File: src/rtl/lrs_pkg.sv
package lrs_pkg;
  localparam int REG_W    = 8;
  localparam int PAGE_LSB = 12;
  localparam int ZERO_LSB = 24;
  localparam int MASK_W   = ZERO_LSB - PAGE_LSB;
  localparam int LO_W     = 4;
  localparam int HI_W     = MASK_W - LO_W;

  typedef struct packed {
    logic [HI_W-1:0] mask_hi;
    logic [LO_W-1:0] mask_lo;
    logic            rfsh_en;
  } lrs_cfg_t;
endpackage

File: src/rtl/lrs_regs.sv
module lrs_regs
  import lrs_pkg::*;
#(
  parameter logic [REG_W-1:0] HI_RST = '0
) (
  input  logic             clk_i,
  input  logic             rst_ni,
  input  logic             idx_i,
  input  logic             we_i,
  input  logic             re_i,
  input  logic [REG_W-1:0] wdata_i,
  output logic [REG_W-1:0] rdata_o,
  output lrs_cfg_t         cfg_o
);
  lrs_cfg_t cfg_q;

  always_ff @(posedge clk_i or negedge rst_ni) begin
    if (!rst_ni) begin
      cfg_q.mask_hi <= HI_RST;
      cfg_q.mask_lo <= '0;
      cfg_q.rfsh_en <= 1'b0;
    end else if (we_i) begin
      if (idx_i) begin
        cfg_q.mask_hi <= wdata_i;
      end else begin
        cfg_q.mask_lo <= wdata_i[REG_W-1 -: LO_W];
        cfg_q.rfsh_en <= wdata_i[0];
      end
    end
  end

  // reserved low-register bits are not stored and read as zero
  always_comb begin
    rdata_o = '0;
    if (re_i) begin
      if (idx_i) rdata_o = cfg_q.mask_hi;
      else       rdata_o = {cfg_q.mask_lo, {(REG_W-LO_W-1){1'b0}}, cfg_q.rfsh_en};
    end
  end

  assign cfg_o = cfg_q;
endmodule

File: src/rtl/lrs_match.sv
module lrs_match
  import lrs_pkg::*;
#(
  parameter int ADDR_W = 32
) (
  input  logic [ADDR_W-1:0] addr_i,
  input  logic [MASK_W-1:0] mask_i,
  output logic              hit_o
);
  logic [MASK_W-1:0] line_bad;
  logic              hi_zero;

  for (genvar i = 0; i < MASK_W; i++) begin : g_line
    assign line_bad[i] = mask_i[i] & addr_i[PAGE_LSB+i];
  end

  assign hi_zero = ~|addr_i[ADDR_W-1:ZERO_LSB];
  assign hit_o   = hi_zero & ~|line_bad;
endmodule

File: src/rtl/low_region_cs.sv
module low_region_cs
  import lrs_pkg::*;
#(
  parameter int               ADDR_W  = 32,
  parameter logic [7:0]       HI_RST  = 8'h00,
  parameter bit               OUT_REG = 1'b0
) (
  input  logic              clk_i,
  input  logic              rst_ni,
  input  logic              reg_idx_i,
  input  logic              reg_we_i,
  input  logic              reg_re_i,
  input  logic [7:0]        reg_wdata_i,
  output logic [7:0]        reg_rdata_o,
  input  logic [ADDR_W-1:0] addr_i,
  input  logic              mem_txn_i,
  input  logic              rfsh_txn_i,
  input  logic              master_en_i,
  output logic              cs_no
);
  lrs_cfg_t          cfg;
  logic [MASK_W-1:0] mask;
  logic              addr_hit;
  logic              sel;
  logic              rfsh_en_w;

  lrs_regs #(.HI_RST(HI_RST)) u_regs (
    .clk_i   (clk_i),
    .rst_ni  (rst_ni),
    .idx_i   (reg_idx_i),
    .we_i    (reg_we_i),
    .re_i    (reg_re_i),
    .wdata_i (reg_wdata_i),
    .rdata_o (reg_rdata_o),
    .cfg_o   (cfg)
  );

  assign mask      = {cfg.mask_hi, cfg.mask_lo};
  assign rfsh_en_w = cfg.rfsh_en;

  lrs_match #(.ADDR_W(ADDR_W)) u_match (
    .addr_i (addr_i),
    .mask_i (mask),
    .hit_o  (addr_hit)
  );

  // refresh path bypasses master enable and address
  assign sel = (mem_txn_i & master_en_i & addr_hit) | (rfsh_txn_i & rfsh_en_w);

  if (OUT_REG) begin : g_reg_out
    logic cs_q;
    always_ff @(posedge clk_i or negedge rst_ni) begin
      if (!rst_ni) cs_q <= 1'b1;
      else         cs_q <= ~sel;
    end
    assign cs_no = cs_q;
  end else begin : g_comb_out
    assign cs_no = ~sel;
  end
endmodule

File: config.mk
export PLATFORM = sky130hd
export DESIGN_NAME = low_region_cs
export DESIGN_NICKNAME = d
export VERILOG_FILES = /design/src/rtl/lrs_pkg.sv /design/src/rtl/lrs_regs.sv /design/src/rtl/lrs_match.sv /design/src/rtl/low_region_cs.sv
export SDC_FILE = /design/constraint.sdc
export NUM_CORES = 1
export LEC_CHECK = 0
export ABC_CLOCK_PERIOD_IN_PS = 1150
export BUFFER_PORTS_ARGS = -buffer_cell sky130_fd_sc_hd__buf_2
export CORE_MARGIN = 3
export CORE_UTILIZATION = 39
export CTS_BUF_LIST = sky130_fd_sc_hd__clkbuf_8
export DETAILED_ROUTE_END_ITERATION = 16
export PLACE_DENSITY_LB_ADDON = 0.05
export SLEW_MARGIN = 20
export SYNTH_ARGS = -nofsm -noshare
export SYNTH_HDL_FRONTEND = slang
export SYNTH_SLANG_ARGS = --single-unit
File: constraint.sdc
create_clock -name clk_i -period 1.15 [get_ports clk_i]
set_input_delay 0 -clock clk_i [delete_from_list [all_inputs] [get_ports clk_i]]
set_output_delay 0 -clock clk_i [all_outputs]
set_load 0.01 [all_outputs]
### After elaboration in Yosys (flattened, before gate mapping)

Cells that the tools add are included.

| operators by class | value |
|---|---|
| mux-type cells | 2 |
| bitwise operators | 19 |
| reductions and logical operators | 6 |

Operators with widths:

| kind | number |
|---|---|
| 1-bit AND | 16 |
| 8-bit 2-to-1 mux | 2 |
| 12-bit OR reduction | 1 |
| 8-bit OR reduction | 1 |
| 2-bit AND reduction | 2 |
| 1-bit logical NOT | 2 |
| 1-bit NOT | 2 |
| 1-bit OR | 1 |

| storage, ports and cells | value |
|---|---|
| output and inout bits | 9 |
| word-level logic and storage cells | 30 |
| bits in registers | 13 |

### Longest topological paths before layout

Gate-level depths: netlist of run 1.

| logic depth | value |
|---|---|
| word-level depth | 7 |
| gate-level depth with buffers | 4 |

### Modules after synthesis

Synthesis of run 1 repeated with hierarchy kept, for this count alone.

| second synthesis, totals | value |
|---|---|
| cells, all modules | 55 |
| area total of the unflattened synthesis | 709.4 um^2 |

Modules (own cells, without submodules):

| module | sequential area each (um^2) | cells an instance | instances | area an instance (um^2) |
|---|---|---|---|---|
| lrs_regs | 325.3 | 42 | 1 | 606.8 |
| lrs_match | 0.0 | 12 | 1 | 93.8 |
| low_region_cs | 0.0 | 1 | 1 | 8.8 |

### Worst setup path before layout of run 1

Ideal clock, no wire load.

| timing path | value |
|---|---|
| kind | in2reg |
| from | input reg_idx_i |
| to | register u_regs.cfg_q (netlist bit u_regs.cfg_o[0]) |
| stages on the path | 3 |
| slack | 0.203 ns |
| data arrival time | 0.822 ns |
| path buffers | 1 |
| setup time | 0.125 ns |
| cells stage by stage | buf_2 -> nor2b_1 -> mux2_2 |

| on the way | value |
|---|---|
| word-level cells in the longest chain between the ends | 2 |

RTL lines:

| what | line | text |
|---|---|---|
| start, declared | low_region_cs.sv:10 | `input logic reg_idx_i,` |
| 1-bit NOT (no source line) | - |  |
| 2-bit AND reduction (no source line) | - |  |
| end, declared | lrs_regs.sv:15 | `lrs_cfg_t cfg_q;` |

Every way passes these cells.
A chain may end at the register's enable or synchronous reset.

### Final worst setup path of run 1

| timing path | value |
|---|---|
| from | register u_regs.cfg_q (netlist bit u_regs.cfg_o[6]) |
| to | output cs_no |

| on the way | value |
|---|---|
| word-level cells in the longest chain between the ends | 7 |

RTL lines:

| what | line | text |
|---|---|---|
| 1-bit AND | lrs_match.sv:14 | `assign line_bad[i] = mask_i[i] & addr_i[PAGE_LSB+i];` |
| 12-bit OR reduction | lrs_match.sv:18 | `assign hit_o = hi_zero & ~\|line_bad;` |
| 1-bit logical NOT | lrs_match.sv:18 |  |
| 1-bit AND | lrs_match.sv:18 |  |
| 1-bit AND | low_region_cs.sv:48 | `assign sel = (mem_txn_i & master_en_i & addr_hit) \| (rfsh_txn_i & rfsh_en_w);` |
| 1-bit OR | low_region_cs.sv:48 |  |
| 1-bit NOT | low_region_cs.sv:58 | `assign cs_no = ~sel;` |
| end, declared | low_region_cs.sv:19 | `output logic cs_no` |

Every way passes these cells.

==> impl_results.md, run 1 <==
- Met2 wire len: a little over 1 mm
- Post-synth top area share: between 40% and 50%
- Wire per inst: 14.76 um
- Overflow after GRT: 0
- HP Class: in -> reg
- Critical Setup Path Class: reg -> out
- CP max stage delay: slightly below 0.4 ns
- Routed wire length: between 2 and 2.5 mm
- HPWL after DPL: ~1.5 mm
- CP arrival: 1.36 ns
- Final Hold Fails: 0
- Placed instance area: just under 1000 um^2
- First-pass GRT wire length: 2.787 mm
- Crit path launch type: flop
- Min setup slack post-route: -0.2147 ns
- Design area: 1134 um^2
- Hold_ws: between 0.004 and 0.005 ns
- Syn_nets: a little over 100
- Area leader, netlist: dfrtp_1
- CTS sink cnt: 13
- Skew final: 0 ns
- Top sig layer: met3
- Worst Tran Pin Value: between 0.3 and 0.4 ns
- Clock transition at path regs: 0.06 ns
- Post-synth cell types: 13
- Slowest CP cell: dfrtp_1
- Minimum clock period: between 1 and 1.5 ns
- Finished Layout Cells: approximately 140
- CP Data Required Time: 1.15 ns
- Worst-Skew Late Latency: roughly 0.24 ns
- Most frequent cells after synthesis: dfrtp_1, mux2_2, nor2b_1
- TNS Setup: -0.2147 ns
- Syn Std Cell Area: approximately 680 um^2
- Setup slack, reg-to-reg: between 0.2 and 0.3 ns
- Synth Flop Type: dfrtp_1
- Async S/R FF share, synth: 100.0%
- RSZ-0062 raised after global routing: yes
- Starting Density: about 43%
- Crit path max fanout: 3
- VDD IR-drop max: 0.0009852 V
- Placed cells: approximately 130
- Worst r2r path cells: 2
- Number of flip-flops in the largest register: 13
- Number of global-route vias before repair: around 660
- Routability Congestion: around 0.75
- Core Area: roughly 1600 um^2
- Pwr Total: about 1.4 mW
- Syn. warnings: 0
- CTS Buffer Depth: 2
- Die width: 47.66 um
- Register area share after synthesis: between 40% and 50%
- Max-Cap Viols: 0
- Vias after detailed routing: between 700 and 800
- Worst setup EP type: primary output
- Met3 WL: around 150 um
- Final period utilization: 118.7%
- PD cells: roughly 1200 nW/um^2
- Total GRT Usage: a little under a fifth
- Share of layout cells above drive strength 1: 64.17%
- Initial antenna violation count: 0
- DP Worst Slack: -0.05687 ns
- Met1 Wirelength: about 850 um
- CTS buffer count: 3
- Detailed router's first-iteration violation count: 8
- Clk root buf: clkbuf_8
- IO Count: 57
- Mapped Cells: 55
- Fin nets: between 150 and 200
- Port bufs: 44
- Worst hold path depth: 2
- Largest net degree at the start of global routing: 14
- Detailed-route DRC error count: 0
- N_diodes: 0
- DRT Pass-1 Iters: 4
- Violated checks: negative setup slack
- Number of synthesized flops with an enable pin: 0
- Relative slew slack: 79.56%
- Leakage: 0.5805 nW
- Pins over their slew limit: 0
- Cell Chain, Critical Path: a22oi_2, nand2_1, nor4_2, a22oi_1, buf_2
- Via/cell ratio: approximately 5.2
- Synth area leaders: dfrtp_1, mux2_2, mux2i_1
- Row cnt: 14
- CTS tree: built
- Fmax: 0.7328 GHz
- Post-synthesis area per instance: ~12 um^2
- P&R area growth vs syn: 67.47%
- Status: complete, but fails checks
- Post-route ant nets: 0
- Final Util: between 70 and 80%
- Synth Register Bits: 13
- Final setup fails: 1
- Die area: between 2000 and 2500 um^2
- H-tree depth: 1
- Die Span Y: approximately 48 um
per-layer routing:
| layer | up-vias | GRT usage, % |
|---|---|---|
| met3 | 0 | 4.511 |
| met1 | 333 | 23.06 |
| met5 | - | 0 |
| met2 | 31 | 30.48 |
| met4 | 0 | 6.452 |
| li1 | 339 | - |
what timing repair did:
action / in CTS / in global routing
endpoints found under the setup margin: 1 / 1
pin swaps: 2 / 3
cloned: 0 / 0
gates resized for setup: 1 / 4
setup buffers: 0 / 1
hold buffers: 6 / 0
hold endpoints to repair: 19 / 0
area by class of cell:
type | count | area, um^2
Clock buffer | 3 | 41.29
Tap cell | 16 | 20.02
Timing Repair Buffer | 62 | 374.1
Fill cell | 121 | 442.9
Clock inverter | 1 | 5.005
Multi-Input combinational cell | 41 | 367.9
Sequential cell | 13 | 325.3
worst paths after layout:
check	start	to
hold reg to reg	u_regs.cfg_o[8]	u_regs.cfg_o[8]
hold / removal	reg_wdata_i[0]	u_regs.cfg_o[0]
max in group asynchronous	rst_ni	u_regs.cfg_o[4]
setup / recovery	u_regs.cfg_o[6]	cs_no
setup reg to reg	u_regs.cfg_o[11]	u_regs.cfg_o[11]
min in group asynchronous	rst_ni	u_regs.cfg_o[8]
layout by cell type (no fill, tap or decap), types with 4 or more instances in the layout:
cell type / count
nand2_1: 4
mux2_2: 13
dlygate4sd3_1: 6
buf_2: 44
dfrtp_1: 13
mux2i_1: 5
buf_4: 11
nor2b_1: 6
worst max-delay path, delay by kind of cell, from the launching register on:
kind / cells / cell delay, ns
and+or+nand+nor: 2 / 0.32
AOI/OAI and AO/OA: 2 / 0.25
buffers and inverters: 1 / 0.16
DFF: 1 / 0.39
cell families (layout without fill, tap and decap cells):
group,count (synthesis),after routing,share of synthesized area [%]
buffers and inverters,1,66,0.7387
flip-flops,13,13,48.06
AND/OR/NAND/NOR,17,17,15.16
AO/OA/AOI/OAI,6,6,7.025
multiplexers,18,18,29.02
report_power, final:
group	switching (mW)	total (mW)	leakage, nW	internal (mW)
clock network	0.173	0.412	0.0255	0.239
registers	0.0467	0.573	0.153	0.526
logic	0.148	0.391	0.402	0.243
Note: power is estimated with default switching activity, not from simulation.
==> run 2, diff against run 1 <==
--- a/config.mk
+++ b/config.mk
@@ -7,6 +7,7 @@
 export LEC_CHECK = 0
 export ABC_CLOCK_PERIOD_IN_PS = 1150
 export BUFFER_PORTS_ARGS = -buffer_cell sky130_fd_sc_hd__buf_2
+export CORE_ASPECT_RATIO = 1.25
 export CORE_MARGIN = 3
 export CORE_UTILIZATION = 39
 export CTS_BUF_LIST = sky130_fd_sc_hd__clkbuf_8
==> run 2 against run 1 <==
Net effect:
- the flow still finishes with violations (negative setup slack)
- critical path depth stayed put
- clock skew stayed put
- sequential power is 0.9% higher
- count of clock-buffer cells in the layout stayed put
- die area is 0.14% higher
==> impl_results.md, run 2 (synthesis results as in run 1) <==
- Status: complete, but fails checks
- Die width: 43.26 um (-9.2%)
- Commonest non-fill, non-tap cell in the layout: buf_2
- Final period utilization: 120.5% (+1.9 points)
- Pint: 984.0 uW (-2.4%)
- Row cnt: 16 (+2)
- Worst r2r path cells: 3 (+1)
- Design area: 1084 um^2 (-4.4%)
- Placed instance area: 929.6 um^2 (-6.5%)
- Hold Path End: u_regs.cfg_o[9]
- Reg2reg end: u_regs.cfg_o[4]
- Logic pwr share: 27.1% (-1.3 points)
- H-tree depth: 1 (unchanged)
- Switching part of the total: 25.36% (-1.4 points)
- Number of flip-flops in the largest register: 13 (unchanged)
- Clock transition at path regs: 0.05 ns (about the same)
- Post-route ant nets: 0 (unchanged)
- Overflow after GRT: 0 (unchanged)
- Die area: 2275 um^2 (+0.14%)
- Number of global-route vias before repair: 663 (+0.15%)
- Relative slew slack: 75.07% (-4.5 points)
- Worst Tran Pin Value: 0.3730 ns (+0.06641 ns)
- Register share of total power: 43.9% (+2.3 points)
- First-pass GRT wire length: 2.877 mm (+3.2%)
- Pins over their slew limit: 0 (unchanged)
- CTS tree: built
- Clk root buf: clkbuf_8
- HP Class: in -> reg
- Final Util: 67.66% (-4.2 points)
- Final setup fails: 2 (+1)
- Worst hold start: reg_wdata_i[4]
- Via/cell ratio: 5.114 (-1.1%)
- N_diodes: 0 (unchanged)
- Critical Setup Path Class: reg -> out
- P&R area growth vs syn: 60.07%
- Core Area: 1602 um^2 (+1.6%)
- Detailed-route DRC error count: 0 (unchanged)
- CTS sink cnt: 13 (unchanged)
- Worst hold path depth: 2 (unchanged)
- TNS Setup: -0.2482 ns (-0.03353 ns)
- Skew final: 0 ns (unchanged)
- Switching power: 334.3 uW (-9.1%)
- Crit path max fanout: 2 (-1)
- CTS buffer count: 3 (unchanged)
- VDD IR-drop max: 0.0009005 V (-8.6%)
- Min setup slack post-route: -0.2361 ns (-0.02136 ns)
- DRT Pass-1 Iters: 4 (unchanged)
- Largest net degree at the start of global routing: 14 (unchanged)
- CP arrival: 1.39 ns (+0.03 ns)
- Part of the power in the clock network: 29.0% (-1.0 points)
- PD cells: 1217 nW/um^2 (+0.24%)
- Vias after detailed routing: 675 (-4.0%)
- Port bufs: 44 (unchanged)
- Routability Congestion: 0.6679 (-11%)
- Worst-Skew Late Latency: 0.23 ns (about the same)
- Fmax: 0.7215 GHz (-1.5%)
- Setup slack, reg-to-reg: 0.16 ns (-0.10 ns)
- CP Data Required Time: 1.15 ns (about the same)
- Routed wire length: 1.767 mm (-12%)
- Most frequent cells in the layout: buf_2, mux2_2, dfrtp_1
- DP Worst Slack: -0.02376 ns (+0.03312 ns)
- CTS Buffer Depth: 2 (unchanged)
- Minimum clock period: 1.386 ns (+0.02136 ns)
- IO Count: 57 (unchanged)
- Crit path launch type: flop
- Starting Density: 42.27% (-0.67 points)
- Reg-to-reg critical path startpoint: u_regs.cfg_o[4]
- Worst setup EP type: primary output
- Detailed router's first-iteration violation count: 6 (-2)
- Max-Cap Viols: 0 (unchanged)
- Final Hold Fails: 0 (unchanged)
- Die Span Y: 52.58 um (+10%)
- Leakage: 0.5559 nW (-4.2%)
- Initial antenna violation count: 0 (unchanged)
- Hold_ws: 0.008674 ns (+0.004107 ns)
- Violated checks: negative setup slack
- Share of layout cells above drive strength 1: 62.28% (-1.9 points)
- Total GRT Usage: 16.88% (-1.4 points)
- Wire per inst: 13.39 um (-9.3%)
- Fin nets: 163 (-3.6%)
- RSZ-0062 raised after global routing: yes
## run 2: power groups by stage
stage                     clock network [mW]  registers, mW  logic (mW)
final                                  0.382          0.578       0.357
after detailed placement                   0          0.586       0.283
after global placement                     0          0.585       0.280
after global routing                   0.415          0.587       0.395
after CTS                              0.398          0.579       0.305
after floorplan                            0          0.569       0.163
## run 2: layout make-up
cell class                      instances  area, um^2
Fill cell                             147       518.0
Timing Repair Buffer                   56       327.8
Tap cell                               18       22.52
Sequential cell                        13       325.3
Multi-Input combinational cell         41       362.8
Clock buffer                            3       41.29
Clock inverter                          1       3.754
## run 2: how the worst max path moves through the flow
stage                                start               to  cells after the start
after floorplan                  reg_idx_i  u_regs.cfg_o[0]                      3
after global placement     u_regs.cfg_o[4]            cs_no                      5
after detailed placement   u_regs.cfg_o[4]            cs_no                      5
after CTS                 u_regs.cfg_o[11]            cs_no                      5
after global routing       u_regs.cfg_o[3]            cs_no                      5
final                      u_regs.cfg_o[3]            cs_no                      5
## run 2: metal layers
metal / vias up / wire length (um) / track usage, %
met5: - / 0 / 0
met4: 0 / 0 / 6.030
met3: 0 / 142 / 1.718
met2: 30 / 913 / 30.54
met1: 318 / 711 / 20.39
li1: 327 / - / -
## run 2: through the flow
stage	total power, mW	std cells
2_1_floorplan	0.7314	55
3_3_place_gp	0.8650	118
3_5_place_dp	0.8696	118
4_1_cts	1.282	127
5_1_grt	1.396	132
6_report	1.318	132
## run 2: critical path, cell delays in order, from the launching register on
cell and delay [ns]:
dfrtp_1 0.39, a22oi_2 0.17, nand2_1 0.10, nor4_2 0.25
a22oi_1 0.09, buf_2 0.16
## run 2: repair_timing
item                                    4_1_cts  5_1_grt
buffers inserted                              1        5
gates resized for setup                       1        4
endpoints found under the setup margin        1        1
hold endpoints to repair                     16        0
pin swaps                                     3        4
hold buffers                                  4        0
==> run 3, diff against run 2 <==
==> constraint.sdc (replaced) <==
create_clock -name clk_i -period 1.15 [get_ports clk_i]
set_input_delay 0.23 -clock clk_i [delete_from_list [all_inputs] [get_ports clk_i]]
set_output_delay 0.23 -clock clk_i [all_outputs]
set_load 0.01 [all_outputs]
==> run 3 against run 2 <==
Net effect:
- clock skew stayed put
- the run still ends with negative setup slack left
- power is 6.0% higher
- combinational power is 20% higher
- sequential share of layout area is 1.4 points lower
- largest power group unchanged
- sequential power hardly changed
- first-iteration DRC count is 17% lower
- critical path type is now in -> out
- final cell count is 3.0% higher
- core utilization is 3.4 points higher
- largest cell class unchanged
- clock power is 3% higher
- count of clock-buffer cells in the layout stayed put
- maximum frequency is 16% lower
==> impl_results.md, run 3 (synthesis results as in run 1) <==
- Number of flip-flops in the largest register: 13 (unchanged)
- Finished Layout Cells: 136 (+3.0%)
- Cell Chain, Critical Path: buf_2, or4_4, nor4_2, a22oi_1, buf_2
- IO Count: 57 (unchanged)
- Slowest CP cell: or4_4
- Initial antenna violation count: 0 (unchanged)
- Critical Setup Path Class: in -> out
- PD cells: 1228 nW/um^2 (+0.98%)
- CTS buffer count: 3 (unchanged)
- CTS tree: built
- Design area: 1137 um^2 (+5.0%)
- N_diodes: 0 (unchanged)
- Overflow after GRT: 0 (unchanged)
- Total GRT Usage: 17.71% (+0.82 points)
- CTS Buffer Depth: 2 (unchanged)
- Detailed router's first-iteration violation count: 5 (-1)
- Fin nets: 167 (+2.5%)
- Post-route ant nets: 0 (unchanged)
- Crit path max fanout: 1 (-1)
- Status: complete, but fails checks
- VDD IR-drop max: 0.0008383 V (-6.9%)
- Pins over their slew limit: 0 (unchanged)
- Share of layout cells above drive strength 1: 67.80% (+5.5 points)
- Worst setup EP type: primary output
- Minimum clock period: 1.649 ns (+0.2629 ns)
- Detailed-route DRC error count: 0 (unchanged)
- Leakage: 0.5877 nW (+5.7%)
- Final period utilization: 143.4% (+23 points)
- Pwr Total: 1.397 mW (+6.0%)
- HP Class: in -> reg
- Via/cell ratio: 5.176 (+1.2%)
- Skew final: 0 ns (unchanged)
- Crit path launch type: primary input
- Die Span Y: 52.58 um (unchanged)
- First-pass GRT wire length: 2.939 mm (+2.2%)
- H-tree depth: 1 (unchanged)
- Placed instance area: 999.7 um^2 (+7.5%)
- DRT Pass-1 Iters: 4 (unchanged)
- CP Data Required Time: 0.92 ns (-0.23 ns)
- Routed wire length: 1.978 mm (+12%)
- CP max stage delay: 0.53 ns (+0.14 ns)
- HPWL after DPL: roughly 1.4 mm
- Clock transition at path regs: 0.05 ns (about the same)
- Starting Density: 42.27% (unchanged)
- Number of global-route vias before repair: 704 (+6.2%)
- Final Util: 71.02% (+3.4 points)
- Largest net degree at the start of global routing: 14 (unchanged)
- Final Hold Fails: 0 (unchanged)
- DP Worst Slack: -0.4340 ns (-0.4103 ns)
- Min setup slack post-route: -0.4990 ns (-0.2629 ns)
- Hold_ws: 0.2246 ns (+0.2159 ns)
- Row cnt: 16 (unchanged)
- Max-Cap Viols: 0 (unchanged)
- Fmax: 0.6064 GHz (-16%)
- Clk root buf: clkbuf_8
- Placed cells: 127 (+7.6%)
- Final setup fails: 8 (+6)
- Die area: 2275 um^2 (unchanged)
- Core Area: 1602 um^2 (unchanged)
- Routability Congestion: 0.7212 (+8.0%)
- Worst-Skew Late Latency: 0.24 ns (about the same)
- Commonest non-fill, non-tap cell in the layout: buf_2
- Most frequent CP cell: buf_2
- Violated checks: negative setup slack
- Die width: 43.26 um (unchanged)
- RSZ-0062 raised after global routing: yes
- Wire per inst: 14.54 um (+8.6%)
- Vias after detailed routing: 704 (+4.3%)
- TNS Setup: -1.383 ns (-1.135 ns)
- Worst Tran Pin Value: 0.3544 ns (-0.01857 ns)
- Port bufs: 44 (unchanged)
- Relative slew slack: 76.37% (+1.3 points)
- Most frequent cells in the layout: buf_2, dfrtp_1, mux2_2
- CTS sink cnt: 13 (unchanged)
- P&R area growth vs syn: 68.02%
- CP arrival: 1.42 ns (+0.03 ns)
run 3: cell types whose count changed in the layout (fill, tap and decap cells not counted), sizes merged:
| cell | before | now |
|---|---|---|
| buf | 52 | 59 |
| dlygate4sd3 | 4 | 1 |
run 3: final cells by class:
type | instances | area [um^2]
Clock buffer | 3 | 41.29
Clock inverter | 1 | 3.754
Fill cell | 124 | 464.2
Multi-Input combinational cell | 41 | 372.9
Sequential cell | 13 | 325.3
Tap cell | 18 | 22.52
Timing Repair Buffer | 60 | 371.6
run 3: timing repair:
item	CTS	global route
endpoints found under the setup margin	9	9
gates resized for setup	7	6
pin swaps	4	2
buffers inserted	2	4
endpoints found under the hold margin	13	0
hold buffers	1	0
run 3: final timing paths:
| path | start | to | slack (ns) | depth (start not counted) |
|---|---|---|---|---|
| worst max-delay path | addr_i[26] | cs_no | -0.50 | 5 |
| worst min-delay path | reg_wdata_i[3] | u_regs.cfg_o[8] | 0.22 | 2 |
| worst max register to register | u_regs.cfg_o[10] | u_regs.cfg_o[10] | 0.01 | 4 |
| worst min register to register | u_regs.cfg_o[0] | u_regs.cfg_o[0] | 0.54 | 1 |
| max in group asynchronous | rst_ni | u_regs.cfg_o[12] | 0.51 | 2 |
| min in group asynchronous | rst_ni | u_regs.cfg_o[10] | 0.41 | 2 |
run 3: power breakdown:
part | internal (mW) | total [mW] | switching, mW | leakage [nW]
Clock | 0.235 | 0.393 | 0.157 | 0.0269
Sequential | 0.526 | 0.577 | 0.0506 | 0.153
Combinational | 0.274 | 0.428 | 0.154 | 0.408
Total | 1.04 | 1.40 | 0.362 | 0.588
run 3: routing by layer:
metal	global-route usage, %	vias to the layer above	part of all wire, %
met2	30.79	38	50
met5	0	-	0
met1	21.34	326	41
met3	1.718	6	7.0
li1	-	334	-
met4	9.045	0	2.5
run 3: worst max-delay path: cells and delay by family:
family / cells / cell delay (ns)
buffers and inverters: 2 / 0.26
AND/OR/NAND/NOR: 2 / 0.82
AO/OA/AOI/OAI: 1 / 0.11
